==> config.mk <==
export PLATFORM = sky130hd
export DESIGN_NAME = sram_bus_master
export DESIGN_NICKNAME = d
export VERILOG_FILES = /design/src/rtl/sbm_pkg.sv /design/src/rtl/sbm_tick_gen.sv /design/src/rtl/sbm_bus_fsm.sv /design/src/rtl/sbm_gpio.sv /design/src/rtl/sram_bus_master.sv
export SDC_FILE = /design/constraint.sdc
export NUM_CORES = 1
export LEC_CHECK = 0
export BUFFER_PORTS_ARGS = -buffer_cell sky130_fd_sc_hd__buf_2
export CORE_UTILIZATION = 30
export DETAILED_ROUTE_END_ITERATION = 8
export GPL_TIMING_DRIVEN = 0
export PLACE_DENSITY = 0.6
export SETUP_SLACK_MARGIN = 0.05
export SYNTH_ARGS = -nofsm -noshare
export SYNTH_HDL_FRONTEND = slang
export SYNTH_SLANG_ARGS = --single-unit
==> constraint.sdc <==
create_clock -name clk -period 2.4 [get_ports clk]
set_input_delay 0.48 -clock clk [delete_from_list [all_inputs] [get_ports clk]]
set_output_delay 0.48 -clock clk [all_outputs]
set_load 0.01 [all_outputs]
==> src/rtl/sbm_pkg.sv <==
package sbm_pkg;

    typedef enum logic [2:0] {
        ST_IDLE      = 3'd0,
        ST_WR_SETUP  = 3'd1,
        ST_WR_STROBE = 3'd2,
        ST_WR_HOLD   = 3'd3,
        ST_RD_OPEN   = 3'd4,
        ST_RD_LATCH  = 3'd5
    } bus_state_t;

endpackage

==> src/rtl/sbm_tick_gen.sv <==
module sbm_tick_gen #(
    parameter int SRC_N     = 4,
    parameter int DIV_SEL_W = 2
) (
    input  logic                     clk,
    input  logic                     rst_n,
    input  logic                     run,
    input  logic [SRC_N-1:0]         tick_src,
    input  logic [$clog2(SRC_N)-1:0] src_sel,
    input  logic [DIV_SEL_W-1:0]     div_sel,
    output logic                     bus_tick
);
    // widest count is (2^(2^DIV_SEL_W - 1)) - 1
    localparam int CNT_W = (1 << DIV_SEL_W) - 1;

    logic [CNT_W-1:0] cnt_q;
    logic [CNT_W-1:0] limit;
    logic             src_pulse;

    assign src_pulse = tick_src[src_sel];
    assign limit     = CNT_W'((32'd1 << div_sel) - 32'd1);
    assign bus_tick  = run && src_pulse && (cnt_q >= limit);

    always_ff @(posedge clk or negedge rst_n) begin
        if (!rst_n) begin
            cnt_q <= '0;
        end else if (!run) begin
            cnt_q <= '0;
        end else if (src_pulse) begin
            if (cnt_q >= limit) begin
                cnt_q <= '0;
            end else begin
                cnt_q <= cnt_q + 1'b1;
            end
        end
    end

endmodule

==> src/rtl/sbm_bus_fsm.sv <==
module sbm_bus_fsm
    import sbm_pkg::*;
#(
    parameter int AW = 8,
    parameter int DW = 8
) (
    input  logic          clk,
    input  logic          rst_n,
    input  logic          run,
    input  logic          clr,
    input  logic          bus_tick,
    input  logic          req_wr,
    input  logic          req_rd,
    input  logic [AW-1:0] req_addr,
    input  logic [DW-1:0] req_wdata,
    input  logic [DW-1:0] bus_din,
    output logic [AW-1:0] addr_o,
    output logic [DW-1:0] dout_o,
    output logic          oe_o,
    output logic          ce_n_o,
    output logic          rd_n_o,
    output logic          wr_n_o,
    output logic          wr_busy_o,
    output logic          rd_busy_o,
    output logic [DW-1:0] rd_data_o,
    output logic          rd_valid_o
);
    bus_state_t    state_q, state_d;
    logic [AW-1:0] addr_q;
    logic [DW-1:0] wdata_q;
    logic [DW-1:0] rd_data_q;
    logic          rd_valid_q;
    logic          take_wr, take_rd, capture;

    assign take_wr = run && (state_q == ST_IDLE) && req_wr;
    assign take_rd = run && (state_q == ST_IDLE) && req_rd && !req_wr;
    assign capture = run && (state_q == ST_RD_LATCH) && bus_tick;

    // state register
    always_ff @(posedge clk or negedge rst_n) begin
        if (!rst_n) begin
            state_q <= ST_IDLE;
        end else begin
            state_q <= state_d;
        end
    end

    // transitions
    always_comb begin
        state_d = state_q;
        if (!run) begin
            state_d = ST_IDLE;
        end else begin
            unique case (state_q)
                ST_IDLE: begin
                    if (take_wr)      state_d = ST_WR_SETUP;
                    else if (take_rd) state_d = ST_RD_OPEN;
                end
                ST_WR_SETUP:  if (bus_tick) state_d = ST_WR_STROBE;
                ST_WR_STROBE: if (bus_tick) state_d = ST_WR_HOLD;
                ST_WR_HOLD:   if (bus_tick) state_d = ST_IDLE;
                ST_RD_OPEN:   if (bus_tick) state_d = ST_RD_LATCH;
                ST_RD_LATCH:  if (bus_tick) state_d = ST_IDLE;
                default:      state_d = ST_IDLE;
            endcase
        end
    end

    // transfer registers
    always_ff @(posedge clk or negedge rst_n) begin
        if (!rst_n) begin
            addr_q     <= '0;
            wdata_q    <= '0;
            rd_data_q  <= '0;
            rd_valid_q <= 1'b0;
        end else if (clr) begin
            addr_q     <= '0;
            wdata_q    <= '0;
            rd_data_q  <= '0;
            rd_valid_q <= 1'b0;
        end else begin
            if (take_wr) begin
                addr_q  <= req_addr;
                wdata_q <= req_wdata;
            end
            if (take_rd) begin
                addr_q     <= req_addr;
                rd_valid_q <= 1'b0;
            end
            if (capture) begin
                rd_data_q  <= bus_din;
                rd_valid_q <= 1'b1;
            end
        end
    end

    // outputs
    always_comb begin
        addr_o    = addr_q;
        dout_o    = '0;
        oe_o      = 1'b0;
        ce_n_o    = 1'b0;
        rd_n_o    = 1'b1;
        wr_n_o    = 1'b1;
        wr_busy_o = 1'b0;
        rd_busy_o = 1'b0;
        unique case (state_q)
            ST_IDLE: begin
                addr_o = '0;
                ce_n_o = 1'b1;
            end
            ST_WR_SETUP: begin
                wr_busy_o = 1'b1;
            end
            ST_WR_STROBE: begin
                wr_busy_o = 1'b1;
                oe_o      = 1'b1;
                dout_o    = wdata_q;
                wr_n_o    = 1'b0;
            end
            ST_WR_HOLD: begin
                wr_busy_o = 1'b1;
                oe_o      = 1'b1;
                dout_o    = wdata_q;
            end
            ST_RD_OPEN, ST_RD_LATCH: begin
                rd_busy_o = 1'b1;
                rd_n_o    = 1'b0;
            end
            default: begin
                addr_o = '0;
                ce_n_o = 1'b1;
            end
        endcase
    end

    assign rd_data_o  = rd_data_q;
    assign rd_valid_o = rd_valid_q;

endmodule

==> src/rtl/sbm_gpio.sv <==
module sbm_gpio #(
    parameter int AW = 8,
    parameter int DW = 8
) (
    input  logic          clk,
    input  logic          rst_n,
    input  logic          clr,
    input  logic          active,
    input  logic          out_we,
    input  logic [AW-1:0] out_val,
    input  logic [DW-1:0] pin_in,
    output logic [AW-1:0] out_reg,
    output logic [DW-1:0] in_reg
);
    localparam int SYNC_N = 2;

    logic [AW-1:0] out_q;
    logic [DW-1:0] sync_q [SYNC_N];

    always_ff @(posedge clk or negedge rst_n) begin
        if (!rst_n) begin
            out_q <= '0;
        end else if (clr) begin
            out_q <= '0;
        end else if (out_we) begin
            out_q <= out_val;
        end
    end

    generate
        for (genvar s = 0; s < SYNC_N; s++) begin : g_sync
            always_ff @(posedge clk or negedge rst_n) begin
                if (!rst_n) begin
                    sync_q[s] <= '0;
                end else if (!active) begin
                    sync_q[s] <= '0;
                end else if (s == 0) begin
                    sync_q[s] <= pin_in;
                end else begin
                    sync_q[s] <= sync_q[(s == 0) ? 0 : s-1];
                end
            end
        end
    endgenerate

    assign out_reg = out_q;
    assign in_reg  = sync_q[SYNC_N-1];

endmodule

==> src/rtl/sram_bus_master.sv <==
module sram_bus_master #(
    parameter int AW        = 8,
    parameter int DW        = 8,
    parameter int SRC_N     = 4,
    parameter int DIV_SEL_W = 2
) (
    input  logic                     clk,
    input  logic                     rst_n,
    input  logic                     cfg_enable,
    input  logic                     cfg_soft_rst,
    input  logic                     cfg_gpio_mode,
    input  logic                     cfg_pullup,
    input  logic [$clog2(SRC_N)-1:0] cfg_src_sel,
    input  logic [DIV_SEL_W-1:0]     cfg_div_sel,
    input  logic [SRC_N-1:0]         tick_src,
    input  logic                     req_wr,
    input  logic                     req_rd,
    input  logic [AW-1:0]            req_addr,
    input  logic [DW-1:0]            req_wdata,
    input  logic                     gpio_out_we,
    input  logic [AW-1:0]            gpio_out_val,
    output logic                     wr_busy,
    output logic                     rd_busy,
    output logic [DW-1:0]            rd_data,
    output logic                     rd_valid,
    output logic [DW-1:0]            gpio_in,
    output logic [AW-1:0]            pad_addr,
    output logic                     pad_ce_n,
    output logic                     pad_rd_n,
    output logic                     pad_wr_n,
    output logic [DW-1:0]            pad_data_out,
    output logic                     pad_data_oe,
    input  logic [DW-1:0]            pad_data_in,
    output logic                     pad_pullup_en
);
    logic          live;
    logic          bus_run;
    logic          pin_mode;
    logic          bus_tick;
    logic [AW-1:0] fsm_addr;
    logic [AW-1:0] gp_out;

    assign live     = cfg_enable && !cfg_soft_rst;
    assign bus_run  = live && !cfg_gpio_mode;
    assign pin_mode = live && cfg_gpio_mode;

    sbm_tick_gen #(
        .SRC_N     (SRC_N),
        .DIV_SEL_W (DIV_SEL_W)
    ) tick_i (
        .clk      (clk),
        .rst_n    (rst_n),
        .run      (bus_run),
        .tick_src (tick_src),
        .src_sel  (cfg_src_sel),
        .div_sel  (cfg_div_sel),
        .bus_tick (bus_tick)
    );

    sbm_bus_fsm #(
        .AW (AW),
        .DW (DW)
    ) fsm_i (
        .clk        (clk),
        .rst_n      (rst_n),
        .run        (bus_run),
        .clr        (cfg_soft_rst),
        .bus_tick   (bus_tick),
        .req_wr     (req_wr),
        .req_rd     (req_rd),
        .req_addr   (req_addr),
        .req_wdata  (req_wdata),
        .bus_din    (pad_data_in),
        .addr_o     (fsm_addr),
        .dout_o     (pad_data_out),
        .oe_o       (pad_data_oe),
        .ce_n_o     (pad_ce_n),
        .rd_n_o     (pad_rd_n),
        .wr_n_o     (pad_wr_n),
        .wr_busy_o  (wr_busy),
        .rd_busy_o  (rd_busy),
        .rd_data_o  (rd_data),
        .rd_valid_o (rd_valid)
    );

    sbm_gpio #(
        .AW (AW),
        .DW (DW)
    ) gpio_i (
        .clk     (clk),
        .rst_n   (rst_n),
        .clr     (cfg_soft_rst),
        .active  (pin_mode),
        .out_we  (gpio_out_we),
        .out_val (gpio_out_val),
        .pin_in  (pad_data_in),
        .out_reg (gp_out),
        .in_reg  (gpio_in)
    );

    assign pad_addr      = pin_mode ? gp_out : fsm_addr;
    assign pad_pullup_en = cfg_pullup && live;

endmodule

==> results of run 1 <==
## critical path, stage by stage
cell	delay, ns
buf_2	0.10
or2_2	0.29
ha_1	0.27
nand2b_1	0.14
a31oi_1	0.44
nor2_2	0.13
nand4_4	0.19
mux2_2	0.35
## final cells by class
class | count | area (um^2) | share of cell area, %
clock inverter | 2 | 60.1 | 1.78
timing repair buffer | 87 | 435 | 12.9
clock buffer | 6 | 72.6 | 2.15
tap | 108 | 135 | 4.01
multi-input combinational | 165 | 1110 | 32.9
sequential | 55 | 1380 | 40.8
inverter | 14 | 52.6 | 1.56
buffer | 20 | 130 | 3.86
## power by group through the flow
stage               clock network (mW)  registers, mW  logic (mW)
finish                           0.693          0.959       0.177
global route                     0.769          0.962       0.199
CTS                              0.729          0.959       0.180
detailed placement                   0          0.977       0.180
global placement                     0          0.976       0.177
floorplan                            0          0.974      0.0922
## worst min-delay path by stage
stage / from / end / slack [ns] / depth (start not counted)
finish: req_wdata[7] / fsm_i.wdata_q[7] / 0.40 / 3
floorplan: rst_n / fsm_i.addr_q[0] / 0.18 / 0
global route: req_wdata[4] / fsm_i.wdata_q[4] / 0.39 / 3
global placement: gpio_i.sync_q[9] / gpio_i.in_reg[1] / 0.47 / 1
detailed placement: gpio_i.sync_q[13] / gpio_i.in_reg[5] / 0.46 / 1
CTS: req_wdata[4] / fsm_i.wdata_q[4] / 0.39 / 3
## cell families (layout without fill, tap and decap cells)
| group | after synthesis | in the layout | share of synthesized area, % |
|---|---|---|---|
| fa+ha+maj | 4 | 4 | 1.88 |
| simple gates | 106 | 106 | 22.9 |
| compound gates | 28 | 28 | 5.67 |
| flops | 55 | 55 | 51.6 |
| buf+inv | 35 | 129 | 6.99 |
| xor+xnor | 1 | 1 | 0.328 |
| mux | 26 | 26 | 10.6 |
## layer usage
| layer | track usage [%] | vias to the layer above |
|---|---|---|
| li1 | - | 1022 |
| met1 | 16.0 | 954 |
| met2 | 21.7 | 55 |
| met5 | 0 | - |
| met4 | 4.78 | 0 |
| met3 | 3.32 | 4 |
## stage by stage
step / utilization [%] / setup WS [ns]
CTS: 38.8 / 0.0806
global placement: 37.3 / -0.116
global route: 38.9 / 0.0617
floorplan: - / 0.181
detailed placement: 37.3 / -0.122
finish: 38.9 / 0.174
## what timing repair did
action / CTS / global route
cloned: 0 / 0
hold endpoints to repair: 0 / 0
resized for setup: 0 / 2
setup endpoints to repair: 8 / 8
## cell usage in the layout (no fill, tap or decap), drive strengths merged, types with 2 or more instances in the layout
cell	instances
a21oi	4
and2	11
and2b	6
and3	16
buf	100
bufinv	2
clkbuf	13
dfrtp	55
ha	4
inv	14
mux2	9
mux2i	16
nand2	23
nand2b	5
nand3b	8
nor2	21
nor2b	6
o21ai	19
or3	3
==> impl_metrics.toml, run 1 <==
[logic_synthesis]
ys_seq_area_share_pct = 51.6
syn_nets = 308
ys_warn_count = 0
synth_edf_count = 0
ys_top_cells_by_count = "dfrtp_1 (55), nand2_1 (23), nor2_1 (19)"
ys_types = 41
yosys-top-cells-area = "dfrtp_1 (52%), mux2i_1 (6.0%), mux2_2 (3.8%)"
synthFlopType = "dfrtp_1"
synth_most_common_cell = "dfrtp_1"
avgSynthCellArea_um2 = 10.5
netlist.area_leader.share_pct = 51.6
synthCells = 255
synth_top_cell_by_area = "dfrtp_1"
synth-seq-cells = 55
async_reset_ff_share_pct = 100
syn_area_um2 = 2670

[sta]
tightest_slew_ns = 1.20
tns_ns = 0
hold_ws_ns = 0.403
relSlewSlack_pct = 19.8
final.min_clock_period_ns = 2.23
fin_skew_ns = 0.00596
hold_violations = 0
finalCritPeriodShare_pct = 92.8
setup_viol = 0
rsz0062_at_grt = "no"
fmax_ghz = 0.449
slew_violations = 0

[global_routing]
grt_pass1_wl_um = 8990
grt_max_degree = 56
overflow = 0
grtUsageTotal_pct = 12.9
grt_antenna_before_repair = 0
first_global_vias = 1871

[cts]
hold_buffers = 0
clockBufferDepth = 2
cts_tree = "built"
cts.sinks = 55
cts_buffers = 5
clock-root-buffer = "clkbuf_8"
insertion_delay_ns = 0.30
htree_levels = 2
cts_setup_buffers = 0
clkTransAtPathRegs_ns = 0.09

[power]
p_total_mw = 1.83
p_seq_share_pct = 52.4
p_comb_share_pct = 9.7
cellPowerDensity_nw_per_um2 = 542
switching_power_mw = 0.386
clock_power_share_pct = 37.9
p_leak_nw = 1.85
netSwitchingFraction_pct = 21.1
max-vdd-ir-drop_uv = 355
p_int_mw = 1.44

[drt]
drc = 0
highest_layer = "met4"
drtIter0Drc = 83
viasPerCell = 4.45
wl_um = 5670
routed-wl-met3_um = 351
drt_first_pass_iters = 4
vias = 2035
wl_met2_um = 2740
wl_per_cell_um = 12.4
antenna_left = 0
route.layer.met1.wl_um = 2500

[setup_path]
r2r_slack_ns = 0.29
ff2ff_path_depth = 6
crit_start = "cfg_div_sel[0]"
cp_data_required_time_ns = 2.59
r2r-end = "fsm_i.rd_data_o[6]"
cp.arrival_ns = 2.42
cp-start-kind = "input port"
crit_end = "fsm_i.rd_data_o[6]"
r2r_start = "tick_i.cnt_q[2]"
crit_fanout = 9
critPathKind = "in -> reg"
end_kind = "flip-flop"

[finish]
diodes = 0
drive_gt1_share_pct = 38.1
fillers = 918
final_area_um2 = 3370
layout.cells.non_filler = 457
syn2layout_area_growth_pct = 26.4
fin_nets = 401

[place]
placedCellCount = 450
placed_area_um2 = 3240
io_buffers = 87
gp_congestion = 0.760
hpwl_um = 4290

[status]
status = "finished clean"

[floorplanning]
core_area_um2 = 8680
start_util_pct = 30.8
io_pins = 89
die-width_um = 96.3
placement_rows = 34
die_area_um2 = 9280
die-height_um = 96.3

[min_path]
hold_path_class = "in -> reg"

[flow_run]
cap_violations = 0
Power figures use the tool's default switching activity.
==> run 2: changes to the inputs <==
Settings changed: ABC_AREA set to 1.
==> impl_metrics.toml, run 2 <==
[status]
status = "finished clean"

[cts]
clock-root-buffer = "clkbuf_8"
clkTransAtPathRegs_ns = 0.10
htree_levels = 2
cts.sinks = 55
insertion_delay_ns = 0.31
clockBufferDepth = 2
cts_setup_buffers = 0
cts_buffers = 5
cts_tree = "built"

[floorplanning]
placement_rows = 34
die-height_um = 96.5
die-width_um = 96.5
core_area_um2 = 8680
io_pins = 89
start_util_pct = 30.8
die_area_um2 = 9300

[sta]
tns_ns = 0
tightest_slew_ns = 0.693
rsz0062_at_grt = "no"
relSlewSlack_pct = 53.8
setup_viol = 0
fmax_ghz = 0.467
finalCritPeriodShare_pct = 89.2
slew_violations = 0
final.min_clock_period_ns = 2.14
fin_skew_ns = 0.00758
hold_violations = 0

[setup_path]
crit_end = "pad_addr[6]"
crit_buf_inv = 4
r2r_slack_ns = 0.78
cp-start-kind = "input port"
cp.arrival_ns = 1.66
crit_path_cell_trace = "buf_2 > inv_4 > nand3_1 > clkbuf_2 > o21ai_0 > buf_2"
ff2ff_path_depth = 7
crit_slowest_cell = "clkbuf_2"
critPathKind = "in -> out"
crit_fanout = 10
end_kind = "output pin"
crit_start = "cfg_soft_rst"
cp_top_family = "buffers and inverters"
slowest_delay_ns = 0.27
cp_data_required_time_ns = 1.92
cp_common_cell = "buf_2"
r2r-end = "fsm_i.rd_data_o[2]"
r2r_start = "tick_i.cnt_q[2]"
cp.depth = 6

[drt]
wl_per_cell_um = 11.6
wl_um = 6130
drc = 0
vias = 2365
drtIter0Drc = 55
drt_first_pass_iters = 4
antenna_left = 0
viasPerCell = 4.49

[logic_synthesis]
netlist.area_leader.share_pct = 51.4
ys_seq_area_share_pct = 51.4
synth_most_common_cell = "nand2_1"
synth-seq-cells = 55
synth_edf_count = 0
ys_types = 26
ys_top_cells_by_count = "nand2_1 (67), dfrtp_1 (55), inv_1 (50)"
async_reset_ff_share_pct = 100
avgSynthCellArea_um2 = 8.23
synthFlopType = "dfrtp_1"
ys_warn_count = 0
syn_nets = 378
syn_area_um2 = 2680
synthCells = 325
synth_top_cell_by_area = "dfrtp_1"
yosys-top-cells-area = "dfrtp_1 (51%), nand2_1 (9.4%), inv_1 (7.0%)"

[power]
p_total_mw = 1.66
p_int_mw = 1.22
clock_power_share_pct = 31.3
p_seq_share_pct = 57.5
switching_power_mw = 0.441
max-vdd-ir-drop_uv = 186
netSwitchingFraction_pct = 26.5
p_leak_nw = 1.84
cellPowerDensity_nw_per_um2 = 497
p_comb_share_pct = 11.2

[finish]
drive_gt1_share_pct = 30.3
layout.cells.non_filler = 527
diodes = 0
syn2layout_area_growth_pct = 25.1
layout_common_cells = "buf_2 (85), nand2_1 (67), dfrtp_1 (54)"
multi_input_area_um2 = 1000
mostFrequentLayoutCell = "buf_2"
fin_nets = 471
ff_latch_area_um2 = 1380
fillers = 932

[global_routing]
grtUsageTotal_pct = 13.8
grt_pass1_wl_um = 9810
grt_antenna_before_repair = 0
overflow = 0
grt_max_degree = 56
first_global_vias = 2176

[place]
hpwl_um = 4720
io_buffers = 86
placedCellCount = 519
gp_congestion = 0.790

[min_path]
hold_path_class = "in -> async"

[flow_run]
cap_violations = 0
## run 2: repair_timing
| item | in CTS | in global routing |
|---|---|---|
| endpoints found under the setup margin | 0 | 8 |
| hold buffers | 0 | 0 |
| gates resized for setup | 0 | 6 |
## run 2: per-layer routing
layer	GRT usage [%]	vias up	part of all wire, %
met5	0	-	0
met4	3.68	0	0.72
met3	3.05	5	5.5
met2	23.4	55	48
met1	17.8	1116	46
li1	-	1189	-
## run 2: metrics by stage
step / cell area, um^2 / hold slack, ns / worst slack [ns] / utilization (%)
after detailed placement: 3240 / 0.459 / 0.160 / 37.4
after global placement: 3240 / 0.457 / 0.160 / 37.4
final: 3350 / 0.214 / 0.260 / 38.6
after floorplan: 2680 / 0.184 / 0.686 / -
after global routing: 3350 / 0.265 / 0.0726 / 38.6
after CTS: 3340 / 0.363 / 0.106 / 38.4
## run 2: power groups by stage
stage                     sequential, mW  combinational [mW]  clock, mW
final                              0.956               0.186      0.521
after global routing               0.959               0.213      0.582
after CTS                          0.957               0.189      0.546
after detailed placement           0.975               0.188          0
after global placement             0.974               0.185          0
after floorplan                    0.972              0.0935          0
## run 2: worst min-delay path by stage
stage                       from                to  slack (ns)  cells after the start
2_1_floorplan              rst_n   fsm_i.addr_q[0]        0.18                      0
3_3_place_gp   gpio_i.sync_q[10]  gpio_i.in_reg[2]        0.46                      2
3_5_place_dp   gpio_i.sync_q[12]  gpio_i.in_reg[4]        0.46                      2
4_1_cts           pad_data_in[1]  gpio_i.sync_q[9]        0.36                      3
5_1_grt                    rst_n   tick_i.cnt_q[2]        0.26                      1
6_report                   rst_n   tick_i.cnt_q[2]        0.21                      1
## run 2: layout make-up
type / instances / area share, %
repair buffers: 86 / 12.9
clock inverters: 3 / 0.747
multi-input cells: 198 / 29.9
inverters: 55 / 6.39
well taps: 108 / 4.04
plain buffers: 17 / 2.84
flip-flops and latches: 55 / 41.1
clock buffers: 5 / 2.06
## run 2: kinds of logic (layout without fill, tap and decap cells)
| logic type | after synthesis | count (layout) | share of synthesized area (%) |
|---|---|---|---|
| AO/OA/AOI/OAI | 38 | 38 | 8.23 |
| XOR/XNOR | 1 | 1 | 0.327 |
| adder cells (fa/ha/maj) | 4 | 4 | 1.87 |
| buffers and inverters | 72 | 166 | 11.5 |
| flip-flops | 55 | 55 | 51.4 |
| AND/OR/NAND/NOR | 155 | 155 | 26.6 |
